==> src/rtl/uirq_pkg.sv <==
package uirq_pkg;

  // enable mask bit positions
  localparam int EN_RX = 0;
  localparam int EN_TX = 1;
  localparam int EN_LS = 2;
  localparam int EN_MS = 3;
  localparam int EN_XF = 4;
  localparam int EN_FC = 5;
  localparam int EN_W  = 6;
  localparam int ID_W  = 6;

  localparam logic [ID_W-1:0] ID_NONE = 6'b000001;
  localparam logic [ID_W-1:0] ID_LS   = 6'b000110;
  localparam logic [ID_W-1:0] ID_TMO  = 6'b001100;
  localparam logic [ID_W-1:0] ID_RXD  = 6'b000100;
  localparam logic [ID_W-1:0] ID_TX   = 6'b000010;
  localparam logic [ID_W-1:0] ID_MS   = 6'b000000;
  localparam logic [ID_W-1:0] ID_XF   = 6'b010000;
  localparam logic [ID_W-1:0] ID_FC   = 6'b100000;

  // enabled pending sources, highest priority first
  typedef struct packed {
    logic ls;
    logic tmo;
    logic rxd;
    logic tx;
    logic ms;
    logic xf;
    logic fc;
  } pend_t;

  function automatic logic [ID_W-1:0] pick_code(input pend_t p);
    logic [ID_W-1:0] c;
    c = ID_NONE;
    if (p.fc)  c = ID_FC;
    if (p.xf)  c = ID_XF;
    if (p.ms)  c = ID_MS;
    if (p.tx)  c = ID_TX;
    if (p.rxd) c = ID_RXD;
    if (p.tmo) c = ID_TMO;
    if (p.ls)  c = ID_LS;
    return c;
  endfunction

endpackage

==> src/rtl/uirq_src_latch.sv <==
module uirq_src_latch (
  input  logic clk,
  input  logic rst,
  input  logic set_i,
  input  logic clr_i,
  output logic q_o
);

  always_ff @(posedge clk or posedge rst) begin
    if (rst)        q_o <= 1'b0;
    else if (set_i) q_o <= 1'b1;
    else if (clr_i) q_o <= 1'b0;
  end


  set_wins_chk: assert property (@(posedge clk) disable iff (rst)
    set_i |=> q_o);


  clr_takes_chk: assert property (@(posedge clk) disable iff (rst)
    (clr_i && !set_i) |=> !q_o);

endmodule

==> src/rtl/uirq_err_track.sv <==
module uirq_err_track #(
  parameter int DEPTH = 64,
  parameter int ERR_W = 3
) (
  input  logic             clk,
  input  logic             rst,
  input  logic             push_i,
  input  logic [ERR_W-1:0] push_err_i,
  input  logic             pop_i,
  input  logic             empty_i,
  input  logic [ERR_W-1:0] head_err_i,
  output logic             err_any_o,
  output logic [ERR_W-1:0] head_view_o
);

  localparam int CNT_W = $clog2(DEPTH + 1);

  logic [CNT_W-1:0] bad_cnt;
  logic             bad_in;
  logic             bad_out;

  assign bad_in  = push_i && (push_err_i != '0);
  assign bad_out = pop_i && !empty_i && (head_err_i != '0);

  function automatic logic [CNT_W-1:0] bump(input logic [CNT_W-1:0] cur,
                                            input logic inc, input logic dec);
    logic [CNT_W-1:0] n;
    n = cur;
    if (inc && !dec) n = cur + CNT_W'(1);
    if (dec && !inc) n = cur - CNT_W'(1);
    return n;
  endfunction

  always_ff @(posedge clk or posedge rst) begin
    if (rst) bad_cnt <= '0;
    else     bad_cnt <= bump(bad_cnt, bad_in, bad_out);
  end

  assign err_any_o   = (bad_cnt != '0);
  assign head_view_o = empty_i ? '0 : head_err_i;


  err_rise_chk: assert property (@(posedge clk) disable iff (rst)
    bad_in |=> err_any_o);


  err_fall_chk: assert property (@(posedge clk) disable iff (rst)
    (err_any_o && !bad_out) |=> err_any_o);


  cnt_range_chk: assert property (@(posedge clk) disable iff (rst)
    bad_cnt <= CNT_W'(DEPTH));

endmodule

==> src/rtl/uirq_prio_sel.sv <==
module uirq_prio_sel
  import uirq_pkg::*;
(
  input  logic            clk,
  input  logic            rst,
  input  logic            hold_i,
  input  pend_t           pend_i,
  output logic [ID_W-1:0] code_o
);

  logic [ID_W-1:0] code_nxt;
  assign code_nxt = pick_code(pend_i);

  always_ff @(posedge clk or posedge rst) begin
    if (rst)          code_o <= ID_NONE;
    else if (!hold_i) code_o <= code_nxt;
  end


  freeze_chk: assert property (@(posedge clk) disable iff (rst)
    hold_i |=> $stable(code_o));


  ls_top_chk: assert property (@(posedge clk) disable iff (rst)
    (pend_i.ls && !hold_i) |=> (code_o == ID_LS));

endmodule

==> src/rtl/uart_irq_ident.sv <==
module uart_irq_ident
  import uirq_pkg::*;
#(
  parameter int RXQ_DEPTH = 64,
  parameter int ERR_W     = 3
) (
  input  logic             clk,
  input  logic             rst,
  input  logic             wr_ien,
  input  logic [5:0]       ien_wdata,
  input  logic             rd_ident,
  input  logic             rd_status,
  input  logic             rd_data,
  input  logic             rd_modem,
  input  logic             wr_thr,
  input  logic             overrun_evt,
  input  logic             timeout_evt,
  input  logic             rx_data_cond,
  input  logic             tx_empty_evt,
  input  logic             modem_evt,
  input  logic             xoff_evt,
  input  logic             xon_evt,
  input  logic             special_evt,
  input  logic             flow_evt,
  input  logic             rxq_push,
  input  logic [ERR_W-1:0] rxq_push_err,
  input  logic             rxq_pop,
  input  logic             rxq_empty,
  input  logic [ERR_W-1:0] rxq_head_err,
  input  logic             irq_gate,
  input  logic             irq_force,
  output logic [5:0]       ident_code,
  output logic             irq_out,
  output logic             irq_oe,
  output logic             err_any,
  output logic [ERR_W-1:0] head_err
);

  // latched source slots
  localparam int L_OVR = 0;
  localparam int L_TMO = 1;
  localparam int L_TXE = 2;
  localparam int L_MSR = 3;
  localparam int L_FC  = 4;
  localparam int NLAT  = 5;

  logic [EN_W-1:0] ien_q;
  logic            rd_ident_q;
  logic            ident_end;
  logic [NLAT-1:0] lat_set, lat_clr, lat_q;
  logic            xf_q, xf_special_q;
  logic            xf_set, xf_clr;
  pend_t           pend;

  // enable mask register
  always_ff @(posedge clk or posedge rst) begin
    if (rst)         ien_q <= '0;
    else if (wr_ien) ien_q <= ien_wdata;
  end

  // end of an identification access
  always_ff @(posedge clk or posedge rst) begin
    if (rst) rd_ident_q <= 1'b0;
    else     rd_ident_q <= rd_ident;
  end
  assign ident_end = rd_ident_q && !rd_ident;

  // set / clear rules of the plain latched sources
  always_comb begin
    lat_set        = '0;
    lat_clr        = '0;
    lat_set[L_OVR] = overrun_evt;
    lat_clr[L_OVR] = rd_status;
    lat_set[L_TMO] = timeout_evt;
    lat_clr[L_TMO] = rd_data;
    lat_set[L_TXE] = tx_empty_evt;
    lat_clr[L_TXE] = wr_thr || (ident_end && ident_code == ID_TX);
    lat_set[L_MSR] = modem_evt;
    lat_clr[L_MSR] = rd_modem;
    lat_set[L_FC]  = flow_evt;
    lat_clr[L_FC]  = ident_end && ident_code == ID_FC;
  end

  for (genvar i = 0; i < NLAT; i++) begin : g_lat
    uirq_src_latch u_lat (
      .clk  (clk),
      .rst  (rst),
      .set_i(lat_set[i]),
      .clr_i(lat_clr[i]),
      .q_o  (lat_q[i])
    );
  end

  // Xoff source remembers what raised it
  assign xf_set = xoff_evt || special_evt;
  assign xf_clr = xf_special_q ? (ident_end && ident_code == ID_XF) : xon_evt;

  always_ff @(posedge clk or posedge rst) begin
    if (rst) begin
      xf_q         <= 1'b0;
      xf_special_q <= 1'b0;
    end else if (xf_set) begin
      xf_q         <= 1'b1;
      xf_special_q <= !xoff_evt;
    end else if (xf_q && xf_clr) begin
      xf_q         <= 1'b0;
      xf_special_q <= 1'b0;
    end
  end

  // error summary and head error view
  uirq_err_track #(.DEPTH(RXQ_DEPTH), .ERR_W(ERR_W)) u_err (
    .clk        (clk),
    .rst        (rst),
    .push_i     (rxq_push),
    .push_err_i (rxq_push_err),
    .pop_i      (rxq_pop),
    .empty_i    (rxq_empty),
    .head_err_i (rxq_head_err),
    .err_any_o  (err_any),
    .head_view_o(head_err)
  );

  // enabled pending sources
  always_comb begin
    pend.ls  = ien_q[EN_LS] && (lat_q[L_OVR] || err_any);
    pend.tmo = ien_q[EN_RX] && lat_q[L_TMO];
    pend.rxd = ien_q[EN_RX] && rx_data_cond;
    pend.tx  = ien_q[EN_TX] && lat_q[L_TXE];
    pend.ms  = ien_q[EN_MS] && lat_q[L_MSR];
    pend.xf  = ien_q[EN_XF] && xf_q;
    pend.fc  = ien_q[EN_FC] && lat_q[L_FC];
  end

  uirq_prio_sel u_sel (
    .clk   (clk),
    .rst   (rst),
    .hold_i(rd_ident),
    .pend_i(pend),
    .code_o(ident_code)
  );

  assign irq_out = |pend;

  always_ff @(posedge clk or posedge rst) begin
    if (rst) irq_oe <= 1'b0;
    else     irq_oe <= irq_gate || irq_force;
  end


  fc_clear_chk: assert property (@(posedge clk) disable iff (rst)
    (ident_end && ident_code == ID_FC && !flow_evt) |=> !lat_q[L_FC]);


  xoff_hold_chk: assert property (@(posedge clk) disable iff (rst)
    (xf_q && !xf_special_q && !xon_evt) |=> xf_q);


  oe_on_chk: assert property (@(posedge clk) disable iff (rst)
    (irq_gate || irq_force) |=> irq_oe);


  oe_off_chk: assert property (@(posedge clk) disable iff (rst)
    (!irq_gate && !irq_force) |=> !irq_oe);


  ovr_clear_chk: assert property (@(posedge clk) disable iff (rst)
    (rd_status && !overrun_evt) |=> !lat_q[L_OVR]);

endmodule

==> config.mk <==
export PLATFORM = sky130hd
export DESIGN_NAME = uart_irq_ident
export DESIGN_NICKNAME = d
export VERILOG_FILES = /design/src/rtl/uirq_pkg.sv /design/src/rtl/uirq_src_latch.sv /design/src/rtl/uirq_err_track.sv /design/src/rtl/uirq_prio_sel.sv /design/src/rtl/uart_irq_ident.sv
export SDC_FILE = /design/constraint.sdc
export NUM_CORES = 1
export LEC_CHECK = 0
export CORE_MARGIN = 1
export CORE_UTILIZATION = 52
export CTS_BUF_LIST = sky130_fd_sc_hd__clkbuf_8
export DETAILED_ROUTE_END_ITERATION = 16
export PLACE_DENSITY_LB_ADDON = 0.25
export SLEW_MARGIN = 20
export SYNTH_ARGS = -nofsm -noshare
export SYNTH_HDL_FRONTEND = slang
export SYNTH_SLANG_ARGS = --single-unit
==> constraint.sdc <==
create_clock -name clk -period 6.48 [get_ports clk]
set_clock_uncertainty 0.1 [all_clocks]
set_input_delay 0.648 -clock clk [delete_from_list [all_inputs] [get_ports clk]]
set_output_delay 0.648 -clock clk [all_outputs]
set_load 0.05 [all_outputs]
==> metrics.md, run 1 <==
| Metric | Value |
|---|---|
| Antenna Nets Post-Route | `0` |
| Min-Delay Path Class | `register to register` |
| Crit share post-route | `0.563` |
| Pwr/cell area | `283 nW/um2` |
| Fin. max-slew vios | `0` |
| Num rows | `19` |
| Avg Cell Area, Syn | `roughly 11 um2` |
| Setup CP Type | `register to output port` |
| Footprint of the multi-input gates | `roughly 700 um2` |
| DP Area | `1920 um2` |
| Seq. cell area | `702 um2` |
| Ys flop type | `dfrtp_1` |
| Critical path, cell by cell | `nor4_2, a31oi_1, nand2b_1, a221o_1, a221o_1, clkdlybuf4s50_1` |
| Post-synth EDFFs | `0` |
| Routability cong. | `between 0.8 and 0.9` |
| Cts repair resizes | `0` |
| Hold depth | `1` |
| Syn. warnings | `0` |
| Worst EP arrival | `2900 ps` |
| H-tree depth | `1` |
| DR pass1 iterations | `4` |
| Total negative setup slack | `0 ps` |
| Vias in the first global route | `1210` |
| Max-cap violation count | `0` |
| Commonest cells post-synth | `27 x dfrtp_1, 11 x nand2_1, 7 x inv_1, 7 x mux2_2, 7 x o21ai_0` |
| ANT cells | `0` |
| Max IR drop VDD | `0.400 mV` |
| Num CTS Buffers | `3` |
| Area delta synth->final | `32.5%` |
| Hpwl dp | `2270 um` |
| All-Layer GR Usage | `0.208` |
| Synth top area cells | `dfrtp_1 45%, mux2_2 5.2%, xor2_1 2.9%` |
| Cells after Synth | `137` |
| CTS tree | `done` |
| CTS max path bufs | `2` |
| Placed cell count | `206` |
| Hold path start | `u_err.bad_cnt[6]` |
| Post-cts hold buffer count | `0` |
| Routed wire length | `2990 um` |
| Remaining DRCs | `0` |
| I/O pin cnt | `46` |
| First-pass GRT wire length | `5110 um` |
| Maximum clock frequency | `0.274 GHz` |
| Critical Path End Type | `output port` |
| Post-synth top area share | `0.449` |
| Max_slew headroom | `0.357` |
| Cells on worst reg2reg path | `7` |
| Final Critical Period | `approximately 3600 ps` |
| CP max stage delay | `700 ps` |
| Vias per Instance | `5.67` |
| Die area | `3120 um2` |
| Power, Total | `0.000564 W` |
| Number of non-filler instances in the completed layout | `210` |
| Async S/R FF share, synth | `1.00` |
| WL/cell | `14.2 um` |
| CTS root buffer | `clkbuf_8` |
| Worst Tran Pin Value | `959 ps` |
| CP required | `between 5000 and 6000 ps` |
| Number of clock sinks | `28` |
| Cell mode on critical path | `a221o_1` |
| Postcts setup bufs | `0` |
| Fillers | `213` |
| Antenna violations before repair | `0` |
| Slowest-stage cell, CP | `clkdlybuf4s50_1` |
| Drt first-iter violations | `56` |
| Placeable Area | `2760 um2` |
| Crit path launch type | `register` |
| Cell taking the most area after synthesis | `dfrtp_1` |
| IO buf count | `45` |
| Outcome | `finished, final reports clean` |
| Netlist cell types | `44` |
| Vias | `between 1000 and 1500` |
| R2R Setup Slk | `roughly 4200 ps` |
| Initial Util | `0.546` |
| Largest delay share family, worst path | `compound AO/OA/AOI/OAI gates` |
| Pleak | `0.807 nW` |
| Post-synthesis sequential area ratio | `0.466` |
| Worst Hold End | `u_err.bad_cnt[6]` |
| NumNets Final | `217` |
| Layout cell share with drive strength beyond 1 | `0.117` |
| Most numerous cell in the Yosys netlist | `dfrtp_1` |
| Final hold viol count | `0` |
| FF-to-FF End | `u_err.bad_cnt[6]` |
| Pin count of the biggest net entering global routing | `29` |
| RSZ-0062 raised after global routing | `no` |
| Worst skew pair latency | `~280 ps` |
| Die X | `~56 um` |
| Buffers & Inverters on Critical Path | `1` |
| Synthesized cell area | `1510 um2` |
| Grt total ovfl | `0` |
| Worst R2R Start | `u_err.bad_cnt[1]` |
| Clock-pin slew on the worst setup and hold paths | `roughly 90 ps` |
| Die span in y | `55.8 um` |
| #FFs+latches synth | `28` |
| Worst Path Max Fanout | `9` |
| # setup viols final | `0` |
| Non-Filler Cell Area, Final | `2000 um2` |
| Syn nets | `174` |
==> cell usage in the layout (no fill, tap or decap), drive strengths merged, types with 2 or more instances in the layout <==
| cell type | n |
|---|---|
| o21ai | 7 |
| nand2b | 3 |
| a21o | 4 |
| or4b | 3 |
| nand2 | 11 |
| o31ai | 4 |
| clkbuf | 3 |
| nor3 | 2 |
| or2 | 2 |
| ha | 3 |
| inv | 6 |
| clkdlybuf4s50 | 45 |
| nor2b | 4 |
| a31oi | 3 |
| xnor2 | 4 |
| xor2 | 5 |
| dfrtp | 27 |
| nor2 | 4 |
| a221o | 3 |
| nor4 | 2 |
| mux2 | 7 |
| nand3 | 2 |
| a21oi | 4 |
==> power breakdown <==
part	total, W	internal, W	switching [W]
logic	0.000165	0.0000877	0.0000774
clock network	0.000136	0.0000828	0.0000536
registers	0.000263	0.000209	0.0000540
total	0.000564	0.000379	0.000185
==> metrics by stage <==
| step | setup WS (ps) | util | hold slack [ps] |
|---|---|---|---|
| 5_1_grt | 2710 | 0.724 | 388 |
| 2_1_floorplan | 3570 | - | 343 |
| 3_5_place_dp | 2750 | 0.698 | 363 |
| 3_3_place_gp | 2910 | 0.698 | 364 |
| 6_report | 2830 | 0.724 | 382 |
| 4_1_cts | 2840 | 0.724 | 381 |
==> sequential cells by signal, summed over array words and instances (netlist names) <==
name and count:
g_lat.u_lat.q_o 5, ien_q 6, irq_oe 1, rd_ident_q 1
u_err.bad_cnt 7, u_sel.code_o 6, xf_q 1, xf_special_q 1
==> cell type report <==
type | count | area share
clock inverter | 1 | 0.0150
clock buffer | 3 | 0.0207
timing repair buffer | 45 | 0.226
sequential | 28 | 0.352
tap | 31 | 0.0194
multi-input combinational | 95 | 0.354
inverter | 7 | 0.0132
==> logic make-up (layout without fill, tap and decap cells) <==
group                      Yosys count  after routing  share of synthesized area
DFF                                 28             28                      0.466
muxes                                8              8                     0.0590
adders and majority gates            3              3                     0.0249
xor gates and xnor gates             9              9                     0.0523
and+or+nand+nor                     43             43                      0.183
buffers and inverters               14             56                     0.0648
AOI/OAI and AO/OA                   32             32                      0.150
==> routing by layer <==
layer | GRT usage | share of wire
met1 | 0.262 | 0.46
met5 | 0 | 0
met3 | 0.0767 | 0.060
met4 | 0.0523 | 0.0070
met2 | 0.343 | 0.48
==> how the worst max path moves through the flow <==
stage	slack [ps]	cells past startpoint	from	endpoint
after detailed placement	2750	11	rxq_head_err[0]	u_err.bad_cnt[6]
after global routing	2710	6	u_err.bad_cnt[1]	irq_out
final	2830	6	u_err.bad_cnt[1]	irq_out
after floorplan	3570	10	rxq_push_err[1]	u_err.bad_cnt[6]
after CTS	2840	6	u_err.bad_cnt[1]	irq_out
after global placement	2910	11	rxq_head_err[1]	u_err.bad_cnt[6]
Power figures use the tool's default switching activity.
==> run 2: changes to the inputs <==
- CORE_UTILIZATION: 52 -> 43
- clock period: 6.48 -> 3.2 ns (I/O delays scaled with it)
==> metrics.md, run 2 (synthesis gave the netlist of run 1 again) <==
| Metric | Value |
|---|---|
| Worst Setup EP | `irq_out (unchanged)` |
| Outcome | `finished, final reports clean (unchanged)` |
| Die area | `3740 um2 (was 3120 um2)` |
| Largest register FFs | `7 (unchanged)` |
| Max_slew headroom | `0.617 (was 0.357)` |
| ANT cells | `0 (unchanged)` |
| Drt first-iter violations | `53 (was 56)` |
| Antenna violations before repair | `0 (unchanged)` |
| GR peak layer | `met2 (unchanged)` |
| Worst skew pair latency | `270 ps (was 280 ps)` |
| Clock-pin slew on the worst setup and hold paths | `90 ps (about the same)` |
| Pin count of the biggest net entering global routing | `29 (unchanged)` |
| Power, Total | `0.00109 W (was 0.000564 W)` |
| Cells on worst reg2reg path | `8 (was 7)` |
| IO buf count | `45 (unchanged)` |
| CP startpoint | `u_err.bad_cnt[4] (was u_err.bad_cnt[1])` |
| Hpwl dp | `2410 um (was 2270 um)` |
| Routed wire length | `3000 um (was 2990 um)` |
| Max-cap violation count | `0 (unchanged)` |
| Antenna Nets Post-Route | `0 (unchanged)` |
| Pwr/cell area | `538 nW/um2 (was 283 nW/um2)` |
| Worst EP arrival | `2330 ps (was 2900 ps)` |
| Most frequent cells in the layout | `44 x clkdlybuf4s50_1, 27 x dfrtp_1, 11 x nand2_1 (was 45 x clkdlybuf4s50_1, 27 x dfrtp_1, 11 x nand2_1)` |
| Crit share post-route | `0.859` |
| CTS root buffer | `clkbuf_8 (unchanged)` |
| Fin. max-slew vios | `0 (unchanged)` |
| Crit path launch type | `register (unchanged)` |
| First-pass GRT wire length | `4680 um (was 5110 um)` |
| DP Area | `1970 um2 (was 1920 um2)` |
| All-Layer GR Usage | `0.171 (was 0.208)` |
| Die X | `61.2 um (was 55.8 um)` |
| R2R Setup Slk | `930 ps (was 4230 ps)` |
| # setup viols final | `0 (unchanged)` |
| Pleak | `0.818 nW (was 0.807 nW)` |
| Top Registers | `u_err.bad_cnt x7, ien_q x6, u_sel.code_o x6 (unchanged)` |
| Vias per Instance | `5.22 (was 5.67)` |
| NumNets Final | `220 (was 217)` |
| Maximum clock frequency | `0.364 GHz` |
| Global Route met3 Usage | `0.0399 (was 0.0767)` |
| Max IR drop VDD | `0.318 mV (was 0.400 mV)` |
| CTS max path bufs | `2 (unchanged)` |
| CTS tree | `done (unchanged)` |
| Num CTS Buffers | `3 (unchanged)` |
| Vias | `1190 (unchanged)` |
| Remaining DRCs | `0 (unchanged)` |
| Worst Path Max Fanout | `7 (was 9)` |
| Final Critical Period | `2750 ps` |
| Area delta synth->final | `34.3% (was 32.5%)` |
| DR pass1 iterations | `4 (unchanged)` |
| Critical Path End Type | `output port (unchanged)` |
| Routability cong. | `0.797 (was 0.826)` |
| Total negative setup slack | `0 ps (unchanged)` |
| Most flops, register | `u_err.bad_cnt (unchanged)` |
| Final hold viol count | `0 (unchanged)` |
| Worst R2R Start | `u_err.bad_cnt[1] (unchanged)` |
| Grt total ovfl | `0 (unchanged)` |
| Hold WS | `323 ps (was 382 ps)` |
| Fillers | `298 (was 213)` |
| CP required | `2780 ps (was 5730 ps)` |
| Met1 GRT Util | `0.185 (was 0.262)` |
| Number of clock sinks | `28 (unchanged)` |
| Layout cell share with drive strength beyond 1 | `0.137 (was 0.117)` |
| RSZ-0062 raised after global routing | `no (unchanged)` |
| Commonest non-fill, non-tap cell in the layout | `clkdlybuf4s50_1 (unchanged)` |
| WL/cell | `13.1 um (was 14.2 um)` |
| Worst Tran Pin Value | `573 ps (was 959 ps)` |
| Placeable Area | `3340 um2 (was 2760 um2)` |
| Met2 track demand over resource | `0.315 (was 0.343)` |
| I/O pin cnt | `46 (unchanged)` |
| H-tree depth | `1 (unchanged)` |
| Non-Filler Cell Area, Final | `2020 um2 (was 2000 um2)` |
| FF-to-FF End | `u_err.bad_cnt[6] (unchanged)` |
| Initial Util | `0.451 (was 0.546)` |
| Min-Delay Path Class | `primary input to asynchronous set/reset pin (was register to register)` |
| Setup CP Type | `register to output port (unchanged)` |
| Vias in the first global route | `1148 (was 1210)` |
| Num rows | `21 (was 19)` |
| Die span in y | `61.2 um (was 55.8 um)` |
## run 2: final cells by class
class | count | area [um2] | share of cell area
tap | 46 | 57.6 | 0.0284
multi-input combinational | 95 | 707 | 0.349
sequential | 28 | 702 | 0.347
clock buffer | 4 | 55.1 | 0.0272
timing repair buffer | 48 | 475 | 0.235
inverter | 7 | 26.3 | 0.0130
## run 2: per-layer routing
metal,share of wire,wire [um]
met1,0.42,1250
met2,0.52,1560
met3,0.047,141
met4,0.014,43
met5,0,0
## run 2: power breakdown
| part | switching [W] | internal [W] | total, W | leakage [nW] |
|---|---|---|---|---|
| Sequential | 0.0000973 | 0.000423 | 0.000520 | 0.323 |
| Combinational | 0.000167 | 0.000187 | 0.000354 | 0.467 |
| Clock | 0.000104 | 0.000110 | 0.000214 | 0.0288 |
## run 2: stage by stage
step	std cells	utilization	setup WS [ps]
finish	228	0.606	451
floorplan	137	-	614
global route	228	0.606	319
CTS	228	0.606	35.9
global placement	224	0.589	322
detailed placement	224	0.589	197
## run 2: how the worst min path moves through the flow
| stage | endpoint |
|---|---|
| after floorplan | rd_ident_q |
| after global placement | u_err.bad_cnt[6] |
| after detailed placement | u_err.bad_cnt[6] |
| after CTS | u_err.bad_cnt[6] |
| after global routing | xf_q |
| final | ien_q[3] |
## run 2: repair_timing
item,in CTS,in global routing
resized for setup,0,1
endpoints found under the hold margin,0,0
hold buffers,0,0
setup endpoints to repair,0,1
setup buffers,0,0
## run 2: worst max-delay path, cell delays in order (launching register included)
cell and delay (ps):
dfrtp_1 470, nor4_2 310, a31oi_1 170, nand2b_1 180, a221o_1 330, a221o_1 270, dlymetal6s2s_1 310
==> run 3: changes to the inputs <==
- SKIP_CTS_REPAIR_TIMING: default -> 1
==> results of run 3 <==
Final layout, timing and power as in run 2 (identical DEF).
